===== config.mk =====
export PLATFORM = sky130hd
export DESIGN_NAME = pt_walker
export DESIGN_NICKNAME = d
export VERILOG_FILES = /design/src/rtl/pt_walker_pkg.sv /design/src/rtl/pt_walk_fsm.sv /design/src/rtl/pt_entry_check.sv /design/src/rtl/pt_walk_addr.sv /design/src/rtl/pt_walker.sv
export SDC_FILE = /design/constraint.sdc
export NUM_CORES = 1
export LEC_CHECK = 0
export BUFFER_PORTS_ARGS = -buffer_cell sky130_fd_sc_hd__buf_2
export CAP_MARGIN = 25
export CORE_MARGIN = 2
export CORE_UTILIZATION = 33
export CTS_CLUSTER_DIAMETER = 200
export DETAILED_ROUTE_END_ITERATION = 8
export SYNTH_ARGS = -nofsm -noshare
export SYNTH_HDL_FRONTEND = slang
export SYNTH_HIERARCHICAL = 1
export SYNTH_SLANG_ARGS = --single-unit
export TNS_END_PERCENT = 1

===== constraint.sdc =====
create_clock -name clk -period 3 [get_ports clk]
set_input_delay 0.15 -clock clk [delete_from_list [all_inputs] [get_ports clk]]
set_output_delay 0.15 -clock clk [all_outputs]
set_load 0.03 [all_outputs]

===== src/rtl/pt_walker_pkg.sv =====
package pt_walker_pkg;

    typedef enum logic [2:0] {
        ST_IDLE,
        ST_READ_DIR,
        ST_WAIT_DIR,
        ST_READ_LEAF,
        ST_WAIT_LEAF,
        ST_DONE
    } walk_state_e;

    typedef enum logic [1:0] {
        ACC_READ  = 2'b00,
        ACC_WRITE = 2'b01,
        ACC_EXEC  = 2'b10,
        ACC_RSVD  = 2'b11
    } access_e;

    localparam logic [1:0] FLT_NONE      = 2'b00;
    localparam logic [1:0] FLT_DIR_INV   = 2'b01;
    localparam logic [1:0] FLT_LEAF_INV  = 2'b10;
    localparam logic [1:0] FLT_PERM      = 2'b11;

    localparam int BIT_VALID = 0;
    localparam int BIT_READ  = 1;
    localparam int BIT_WRITE = 2;
    localparam int BIT_EXEC  = 3;
    localparam int FLAG_W    = 4;

endpackage


===== src/rtl/pt_walk_fsm.sv =====
module pt_walk_fsm
    import pt_walker_pkg::*;
(
    input  logic        clk,
    input  logic        rst_n,
    input  logic        req_valid,
    input  logic        rvalid,
    input  logic        dir_invalid,
    output walk_state_e state,
    output logic        ready,
    output logic        rd_strobe,
    output logic        leaf_sel,
    output logic        dir_hit,
    output logic        leaf_hit,
    output logic        done
);

    walk_state_e state_d;

    always_ff @(posedge clk) begin
        if (!rst_n) state <= ST_IDLE;
        else        state <= state_d;
    end

    always_comb begin
        state_d = state;
        unique case (state)
            ST_IDLE:      if (req_valid) state_d = ST_READ_DIR;
            ST_READ_DIR:  state_d = ST_WAIT_DIR;
            ST_WAIT_DIR:  if (rvalid) state_d = dir_invalid ? ST_DONE : ST_READ_LEAF;
            ST_READ_LEAF: state_d = ST_WAIT_LEAF;
            ST_WAIT_LEAF: if (rvalid) state_d = ST_DONE;
            ST_DONE:      state_d = ST_IDLE;
            default:      state_d = ST_IDLE;
        endcase
    end

    always_comb begin
        ready     = (state == ST_IDLE);
        rd_strobe = (state == ST_READ_DIR) || (state == ST_READ_LEAF);
        leaf_sel  = (state == ST_READ_LEAF);
        dir_hit   = (state == ST_WAIT_DIR) && rvalid;
        leaf_hit  = (state == ST_WAIT_LEAF) && rvalid;
        done      = (state == ST_DONE);
    end

    assert_done_single_R9: assert property (@(posedge clk) disable iff (!rst_n)
        done |=> !done);

    assert_accept_blocks_R2: assert property (@(posedge clk) disable iff (!rst_n)
        (req_valid && ready) |=> !ready);

    assert_read_pulse_R10: assert property (@(posedge clk) disable iff (!rst_n)
        rd_strobe |=> !rd_strobe);

    assert_ready_after_done_R9: assert property (@(posedge clk) disable iff (!rst_n)
        done |=> ready);

endmodule


===== src/rtl/pt_entry_check.sv =====
module pt_entry_check
    import pt_walker_pkg::*;
(
    input  logic [FLAG_W-1:0] flags,
    input  logic [1:0]        access,
    input  logic              is_leaf,
    output logic [1:0]        fault
);

    logic allowed;

    always_comb begin
        unique case (access)
            ACC_READ:  allowed = flags[BIT_READ];
            ACC_WRITE: allowed = flags[BIT_WRITE];
            ACC_EXEC:  allowed = flags[BIT_EXEC];
            default:   allowed = 1'b0;
        endcase
    end

    always_comb begin
        if (!flags[BIT_VALID])          fault = is_leaf ? FLT_LEAF_INV : FLT_DIR_INV;
        else if (is_leaf && !allowed)   fault = FLT_PERM;
        else                            fault = FLT_NONE;
    end

endmodule


===== src/rtl/pt_walk_addr.sv =====
module pt_walk_addr #(
    parameter int OFF_W = 12,
    parameter int IDX_W = 10,
    parameter int PPN_W = 20,
    localparam int PA_W = PPN_W + OFF_W
) (
    input  logic [PPN_W-1:0] root_ppn,
    input  logic [PPN_W-1:0] table_ppn,
    input  logic [IDX_W-1:0] dir_idx,
    input  logic [IDX_W-1:0] leaf_idx,
    input  logic             leaf_sel,
    output logic [PA_W-1:0]  addr
);

    localparam int PAD_W = PA_W - IDX_W - 2;

    logic [PPN_W-1:0] base_ppn;
    logic [IDX_W-1:0] idx;

    always_comb begin
        base_ppn = leaf_sel ? table_ppn : root_ppn;
        idx      = leaf_sel ? leaf_idx : dir_idx;
        addr     = {base_ppn, {OFF_W{1'b0}}} + {{PAD_W{1'b0}}, idx, 2'b00};
    end

endmodule


===== src/rtl/pt_walker.sv =====
module pt_walker
    import pt_walker_pkg::*;
#(
    parameter int OFF_W = 12,
    parameter int IDX_W = 10,
    parameter int PPN_W = 20,
    localparam int PA_W  = PPN_W + OFF_W,
    localparam int ENT_W = PPN_W + OFF_W,
    localparam int VA_W  = 2 * IDX_W + OFF_W
) (
    input  logic             clk,
    input  logic             rst_n,
    input  logic [PPN_W-1:0] root_ppn_i,
    input  logic             req_valid_i,
    output logic             req_ready_o,
    input  logic [VA_W-1:0]  req_vaddr_i,
    input  logic [1:0]       req_access_i,
    output logic             mem_rd_o,
    output logic [PA_W-1:0]  mem_addr_o,
    input  logic             mem_rvalid_i,
    input  logic [ENT_W-1:0] mem_rdata_i,
    output logic             rsp_done_o,
    output logic [1:0]       rsp_fault_o,
    output logic [PA_W-1:0]  rsp_paddr_o,
    output logic [ENT_W-1:0] rsp_entry_o
);

    walk_state_e      state;
    logic             ready, leaf_sel, dir_hit, leaf_hit;
    logic             dir_invalid;
    logic [1:0]       chk_fault;
    logic [VA_W-1:0]  vaddr_q;
    logic [1:0]       acc_q;
    logic [PPN_W-1:0] root_q;
    logic [PPN_W-1:0] table_q;
    logic [1:0]       fault_q;
    logic [PA_W-1:0]  paddr_q;
    logic [ENT_W-1:0] entry_q;

    pt_walk_fsm u_fsm (
        .clk         (clk),
        .rst_n       (rst_n),
        .req_valid   (req_valid_i),
        .rvalid      (mem_rvalid_i),
        .dir_invalid (dir_invalid),
        .state       (state),
        .ready       (ready),
        .rd_strobe   (mem_rd_o),
        .leaf_sel    (leaf_sel),
        .dir_hit     (dir_hit),
        .leaf_hit    (leaf_hit),
        .done        (rsp_done_o)
    );

    pt_walk_addr #(.OFF_W(OFF_W), .IDX_W(IDX_W), .PPN_W(PPN_W)) u_addr (
        .root_ppn  (root_q),
        .table_ppn (table_q),
        .dir_idx   (vaddr_q[VA_W-1 -: IDX_W]),
        .leaf_idx  (vaddr_q[OFF_W +: IDX_W]),
        .leaf_sel  (leaf_sel),
        .addr      (mem_addr_o)
    );

    pt_entry_check u_check (
        .flags   (mem_rdata_i[FLAG_W-1:0]),
        .access  (acc_q),
        .is_leaf (state == ST_WAIT_LEAF),
        .fault   (chk_fault)
    );

    assign dir_invalid = (chk_fault == FLT_DIR_INV);
    assign req_ready_o = ready;

    always_ff @(posedge clk) begin
        if (!rst_n) begin
            vaddr_q <= '0;
            acc_q   <= '0;
            root_q  <= '0;
            table_q <= '0;
            fault_q <= FLT_NONE;
            paddr_q <= '0;
            entry_q <= '0;
        end else begin
            if (ready && req_valid_i) begin
                vaddr_q <= req_vaddr_i;
                acc_q   <= req_access_i;
                root_q  <= root_ppn_i;
            end
            if (dir_hit) begin
                table_q <= mem_rdata_i[ENT_W-1:OFF_W];
                if (dir_invalid) begin
                    fault_q <= FLT_DIR_INV;
                    paddr_q <= '0;
                    entry_q <= mem_rdata_i;
                end
            end
            if (leaf_hit) begin
                fault_q <= chk_fault;
                entry_q <= mem_rdata_i;
                paddr_q <= (chk_fault == FLT_NONE) ?
                           {mem_rdata_i[ENT_W-1:OFF_W], vaddr_q[OFF_W-1:0]} : '0;
            end
        end
    end

    assign rsp_fault_o = fault_q;
    assign rsp_paddr_o = paddr_q;
    assign rsp_entry_o = entry_q;

    assert_leaf_addr_R4: assert property (@(posedge clk) disable iff (!rst_n)
        (state == ST_READ_LEAF) |-> mem_addr_o[PA_W-1:OFF_W] == $past(mem_rdata_i[ENT_W-1:OFF_W]));

    assert_dir_fault_entry_R5: assert property (@(posedge clk) disable iff (!rst_n)
        (rsp_done_o && rsp_fault_o == FLT_DIR_INV) |-> !rsp_entry_o[BIT_VALID]);

    assert_perm_valid_leaf_R7: assert property (@(posedge clk) disable iff (!rst_n)
        (rsp_done_o && rsp_fault_o == FLT_PERM) |-> rsp_entry_o[BIT_VALID]);

    assert_ok_paddr_R8: assert property (@(posedge clk) disable iff (!rst_n)
        (rsp_done_o && rsp_fault_o == FLT_NONE) |->
            (rsp_paddr_o[PA_W-1:OFF_W] == rsp_entry_o[ENT_W-1:OFF_W]));

    assert_fault_zero_paddr_R8: assert property (@(posedge clk) disable iff (!rst_n)
        (rsp_done_o && rsp_fault_o != FLT_NONE) |-> (rsp_paddr_o == '0));

    assert_single_read_R10: assert property (@(posedge clk) disable iff (!rst_n)
        (state == ST_WAIT_DIR || state == ST_WAIT_LEAF) |-> !mem_rd_o);

endmodule


==> impl_metrics.yaml, run 1 <==
grt:
  antenna_found_initial: 2
  grtUsageTotal_pct: 17.3
  grt_overflow: 0
  grt_pass1_vias: 4903
  grt_pass1_wl_um: 24900
  grt_max_degree: 76
placed_design:
  dp_hpwl_um: 10200
  pre_cts_ws_ns: 0.341
  placed_area_sq_um: 6830
  gp_congestion: 0.727
  portBuffers: 188
  place_inst: 973
final_layout:
  fin_cells: 1081
  fill_cells: 1636
  drive_above_1_share_pct: 35.8
  syn_to_final_growth_pct: 42.7
  final_area_sq_um: 8170
  num-nets-final: 930
worst_setup_path:
  rr_worst_depth: 7
  required_ns: 3.36
  rr_startpoint: "u_fsm/state[1]"
  crit_arrival_ns: 3.04
  crit_path_max_fanout: 21
  r2r-end: "rsp_paddr_o[7]"
  cp-start-kind: "flip-flop"
  endpoint_kind: "flip-flop"
  crit_type: "reg2reg"
  r2r_slack_ns: 0.32
cts:
  clkLatencyLatePin_ns: 0.41
  htree_levels: 4
  numCtsBuffers: 17
  cts_tree: "yes"
  cts_sinks: 143
  clockBufferDepth: 2
  cts-root-buf: "clkbuf_16"
  clkTransAtPathRegs_ns: 0.06
  postCtsSetupRepairBufs: 0
timing:
  rsz0062_at_grt: "no"
  skew_ns: 0.00711
  tns_ns: 0
  slew_violations: 0
  max_freq_mhz: 373
  fin_crit_sh_pct: 89.5
  fin_crit_ns: 2.68
  worst_pin_slew_ns: 0.922
  layout_setup_ws_ns: 0.316
  finalHoldViolations: 0
  finalSetupViolCount: 0
  relSlewSlack_pct: 38.3
yosys:
  synth_edf_count: 0
  synth_cell_types: 38
  synth_cells: 589
  seq_area_frac_synth_pct: 50.0
  synthFlopType: "dfxtp_1"
  synth_area_sq_um: 5730
  synth-seq-cells: 143
  avgSynthCellArea_sq_um: 9.72
  postSynth.asyncResetShare_pct: 0
  yosysWarnings: 6
die:
  num_io_pins: 191
  chipHeight_um: 136
  coreArea_sq_um: 17100
  start_util_pct: 33.5
  fp.dieW_um: 136
  fp.dieArea_sq_um: 18400
  row_count: 48
power_and_ir_drop:
  powerDensity_nw_per_um2: 604
  p_int_mw: 3.64
  finalPower_mw: 4.93
  pwr-share-comb_pct: 15.0
  vdd_drop_max_uv: 418
  power.share.clock_pct: 43.6
  switchingPower_mw: 1.30
  swShare_pct: 26.3
  leakagePower_nw: 3.81
  seq_power_share_pct: 41.3
run:
  maxCapViolations: 0
routing:
  drtIter0Drc: 257
  ant_nets: 0
  avgRoutedWirePerCell_um: 14.6
  drt-total-wl_um: 15700
  dr.pass1.iters: 4
  vias: 4877
  drc: 0
  vias_per_cell: 4.51
worst_hold_path:
  min_to: "rsp_paddr_o[28]"
  hold_path_class: "in2reg"
  worstHoldStart: "mem_rdata_i[28]"
  hold_depth: 2
status:
  status: "complete, no violations"
-- synth_stat cells, types with 5 or more instances --
cell | number | area share, %
nand2_1 | 173 | 11
dfxtp_1 | 143 | 50
a21oi_1 | 56 | 4.9
mux2i_1 | 53 | 9.3
mux2_4 | 31 | 8.1
a22o_2 | 26 | 4.5
nor2_1 | 21 | 1.4
clkbuf_1 | 16 | 1.0
buf_2 | 10 | 0.87
buf_1 | 7 | 0.46
buf_6 | 7 | 1.4
a22o_1 | 6 | 0.92
buf_4 | 5 | 0.66
inv_1 | 5 | 0.33
-- worst max-delay path, stage by stage, from the launching register on --
cell	delay, ns
dfxtp_1	0.36
nor3b_1	0.43
and4b_2	0.28
a311oi_1	0.06
nor2b_4	0.20
a211oi_4	0.79
buf_4	0.34
a22o_2	0.15
-- worst max-delay path by stage --
stage	from	to	cells after the start
final	u_fsm/state[1]	rsp_paddr_o[7]	7
after global routing	u_fsm/state[1]	rsp_paddr_o[9]	7
after CTS	u_fsm/state[1]	rsp_paddr_o[7]	7
after detailed placement	u_fsm/state[1]	rsp_paddr_o[9]	7
after global placement	u_fsm/state[1]	rsp_paddr_o[1]	8
after floorplan	u_fsm/state[1]	rsp_paddr_o[10]	7
-- area by class of cell --
| class | instances | area [sq um] | area share, % |
|---|---|---|---|
| diodes | 3 | 7.51 | 0.0919 |
| clock buffers | 20 | 447 | 5.47 |
| clock inverters | 12 | 160 | 1.96 |
| inverters | 6 | 22.5 | 0.276 |
| multi-input cells | 396 | 2610 | 31.9 |
| flip-flops and latches | 143 | 2860 | 35.0 |
| well taps | 225 | 282 | 3.45 |
| repair buffers | 276 | 1780 | 21.8 |
-- cell families (layout without fill, tap and decap cells) --
logic type                count (synthesis)  count (layout)  synth area share [%]
and+or+nand+nor                         211             211                  15.5
AOI/OAI and AO/OA                        98              98                  12.1
DFF                                     143             143                  50.0
other                                     1               5                0.0655
xor gates and xnor gates                  1               1                 0.153
muxes                                    84              84                  17.4
buffers and inverters                    51             314                  4.81
-- cell usage in the layout (no fill, tap or decap), types with 2 or more instances in the layout --
cell and n:
a21oi_1 56, inv_1 4, clkbuf_1 2, nor3b_2 2, buf_2 188, mux2i_1 53
conb_1 2, inv_2 2, diode_2 3, and4b_2 2, and3_1 2, a22o_1 6
nor2b_1 2, clkbuf_16 17, nor4b_2 2, o21ai_0 2, clkinv_4 3, buf_4 15
dlygate4sd3_1 73, mux2_4 31, nor2_1 21, nand2_1 172, a311oi_1 2, clkinvlp_4 4
a22o_2 26, dfxtp_1 143, bufinv_16 3
-- metal layers --
metal / vias up / routed length [um] / track usage, %
met1: 2236 / 7200 / 21.5
met4: 0 / 300 / 6.42
met3: 22 / 1030 / 5.39
met5: - / 0 / 0
met2: 135 / 7220 / 28.0
li1: 2484 / - / -
-- registers in the layout, summed over array words and instances (netlist names) --
register and count:
root_q 20, u_fsm/state 3, acc_q 2, rsp_fault_o 2
rsp_entry_o 32, table_q 20, vaddr_q 32, rsp_paddr_o 32
-- what timing repair did --
| action | 4_1_cts | 5_1_grt |
|---|---|---|
| hold buffers | 73 | 0 |
| resized for setup | 0 | 0 |
| hold endpoints to repair | 76 | 0 |
-- power by group through the flow --
stage	clock, mW	combinational, mW	sequential [mW]
final	2.15	0.742	2.04
after global routing	2.30	0.809	2.05
after CTS	2.21	0.745	2.04
after detailed placement	0	0.669	2.08
after global placement	0	0.665	2.08
after floorplan	0	0.432	2.11
-- stage by stage --
step	hold WS (ns)	util, %
after floorplan	0.283	-
after global placement	0.392	39.9
after detailed placement	0.396	39.9
after CTS	0.000906	47.7
after global routing	0.000820	47.7
final	0.0169	47.7
No activity file was read; power rests on OpenSTA's default activity.
==> run 2: changes to the inputs <==
--- a/config.mk
+++ b/config.mk
@@ -11,6 +11,8 @@
 export CORE_UTILIZATION = 33
 export CTS_CLUSTER_DIAMETER = 200
 export DETAILED_ROUTE_END_ITERATION = 8
+export GPL_TIMING_DRIVEN = 0
+export PLACE_DENSITY = 0.65
 export SYNTH_ARGS = -nofsm -noshare
 export SYNTH_HDL_FRONTEND = slang
 export SYNTH_HIERARCHICAL = 1
==> run 2 against run 1 <==
Against the previous run: first-iteration DRC count fell by 8.2%; power is essentially flat; via count grew 3.9%; routed wire length increased by 3.2%; critical endpoint is now rsp_paddr_o[1]; sequential power about the same; clock skew increased by 0.0033 ns; final cell count is 3.1% higher; critical path type unchanged; worst hold slack improved by 0.0071 ns; sequential cell count unchanged; die area unchanged.
==> impl_metrics.yaml, run 2 (synthesized netlist as in run 1, its figures left out) <==
worst_setup_path:
  cp_top_family: "compound AO/OA/AOI/OAI gates"
  r2r-end: "rsp_paddr_o[1]"
  rr_worst_depth: 7
  path_cells: "nor3b_1 > xor2_1 > a311oi_1 > nor2b_4 > a211oi_4 > buf_2 > a22o_2"
  setup.worst_path.start: "u_fsm/state[1]"
  crit_end: "rsp_paddr_o[1]"
  crit_slowest_cell: "a311oi_1"
  cp_num_buf_inv: 1
  crit_type: "reg2reg"
  crit_cells: 7
  crit_arrival_ns: 2.92
  required_ns: 3.30
  r2r_slack_ns: 0.38
  max_stage_delay_ns: 0.60
  endpoint_kind: "flip-flop"
  crit_path_max_fanout: 10
  cp-start-kind: "flip-flop"
  rr_startpoint: "u_fsm/state[1]"
grt:
  antenna_found_initial: 0
  grt_overflow: 0
  grtUsageTotal_pct: 17.9
  grt_pass1_vias: 4998
  grt_pass1_wl_um: 25700
  grt_max_degree: 17
cts:
  clockBufferDepth: 2
  cts_tree: "yes"
  htree_levels: 4
  cts_sinks: 143
  cts-root-buf: "clkbuf_16"
  clkTransAtPathRegs_ns: 0.06
  clkLatencyLatePin_ns: 0.41
  numCtsBuffers: 17
routing:
  ant_nets: 0
  drt-total-wl_um: 16200
  drtIter0Drc: 236
  vias_per_cell: 4.55
  dr.pass1.iters: 4
  drc: 0
  vias: 5066
  avgRoutedWirePerCell_um: 14.6
power_and_ir_drop:
  swShare_pct: 25.9
  switchingPower_mw: 1.28
  pwr-share-comb_pct: 15.5
  vdd_drop_max_uv: 397
  p_int_mw: 3.65
  power.share.clock_pct: 43.1
  seq_power_share_pct: 41.4
  leakagePower_nw: 3.91
  powerDensity_nw_per_um2: 589
timing:
  fin_crit_ns: 2.62
  max_freq_mhz: 382
  slew_violations: 0
  rsz0062_at_grt: "no"
  skew_ns: 0.0104
  worst_pin_slew_ns: 0.670
  finalSetupViolCount: 0
  fin_crit_sh_pct: 87.2
  layout_setup_ws_ns: 0.385
  relSlewSlack_pct: 55.1
  finalHoldViolations: 0
  tns_ns: 0
placed_design:
  portBuffers: 188
  gp_congestion: 0.824
  dp_hpwl_um: 11200
  placed_area_sq_um: 6950
  pre_cts_ws_ns: 0.239
final_layout:
  finish.utilization_pct: 48.9
  syn_to_final_growth_pct: 46.2
  fill_cells: 1625
  num-nets-final: 969
  drive_above_1_share_pct: 34.5
  final_area_sq_um: 8370
  final_common_cell: "buf_2"
  antenna_cells: 0
  mostFrequentLayoutCells: "buf_2, nand2_1, dfxtp_1"
die:
  coreArea_sq_um: 17100
  start_util_pct: 33.5
  fp.dieW_um: 136
  num_io_pins: 191
  fp.dieArea_sq_um: 18400
  row_count: 48
  chipHeight_um: 136
status:
  status: "complete, no violations"
run:
  maxCapViolations: 0
worst_hold_path:
  hold_path_class: "in2reg"
[run 2: cell types whose count changed in the layout (fill, tap and decap cells not counted), sizes merged]
cell / previous run / this run
inv: 7 / 6
clkbuf: 20 / 35
buf: 203 / 217
clkinvlp: 4 / 3
dlygate4sd3: 73 / 82
diode: 3 / 0
[run 2: worst reg2reg max path: stages, from the launching register on]
cell and delay, ns:
dfxtp_1 0.38, nor3b_1 0.43, xor2_1 0.13, a311oi_1 0.60, nor2b_4 0.38, a211oi_4 0.14
buf_2 0.22, a22o_2 0.22
[run 2: area by class of cell]
type                       instances  area, sq um  share of cell area [%]
clock buffer                      19          453                    5.41
timing repair buffer             270         1760                    21.0
tap                              225          282                    3.36
multi-input combinational        396         2600                    31.0
sequential                       143         2860                    34.2
buffer                            45          253                    3.02
clock inverter                    10          140                    1.67
inverter                           6         22.5                   0.269
[run 2: worst min path at each step]
stage               startpoint              end  slack (ns)  cells after the start
2_1_floorplan  mem_rdata_i[15]  rsp_paddr_o[15]        0.28                      1
3_5_place_dp   req_vaddr_i[23]      vaddr_q[23]        0.40                      3
3_3_place_gp    req_vaddr_i[3]       vaddr_q[3]        0.39                      3
5_1_grt        mem_rdata_i[25]  rsp_entry_o[25]       0.004                      3
4_1_cts        mem_rdata_i[25]  rsp_entry_o[25]      0.0004                      3
6_report       mem_rdata_i[25]  rsp_entry_o[25]        0.02                      3
[run 2: stage by stage]
step,hold WS (ns),power [mW],instances
after global placement,0.394,2.76,1003
after CTS,0.000366,4.99,1114
final,0.0240,4.93,1114
after floorplan,0.283,2.54,590
after global routing,0.00431,5.15,1114
after detailed placement,0.396,2.76,1003
[run 2: repair_timing]
item	CTS	global route
endpoints found under the hold margin	88	0
setup buffers	0	0
setup endpoints to repair	0	4
resized for setup	0	1
hold buffers	82	0
[run 2: power groups by stage]
stage,sequential (mW),clock [mW],combinational (mW)
2_1_floorplan,2.11,0,0.432
3_3_place_gp,2.08,0,0.675
3_5_place_dp,2.09,0,0.678
4_1_cts,2.05,2.18,0.763
5_1_grt,2.06,2.26,0.832
6_report,2.04,2.13,0.764
[run 2: routing by layer]
metal | global-route usage, % | routed length, um
met5 | 0 | 0
met4 | 7.87 | 374
met3 | 4.19 | 913
met2 | 29.0 | 7680
met1 | 22.7 | 7280
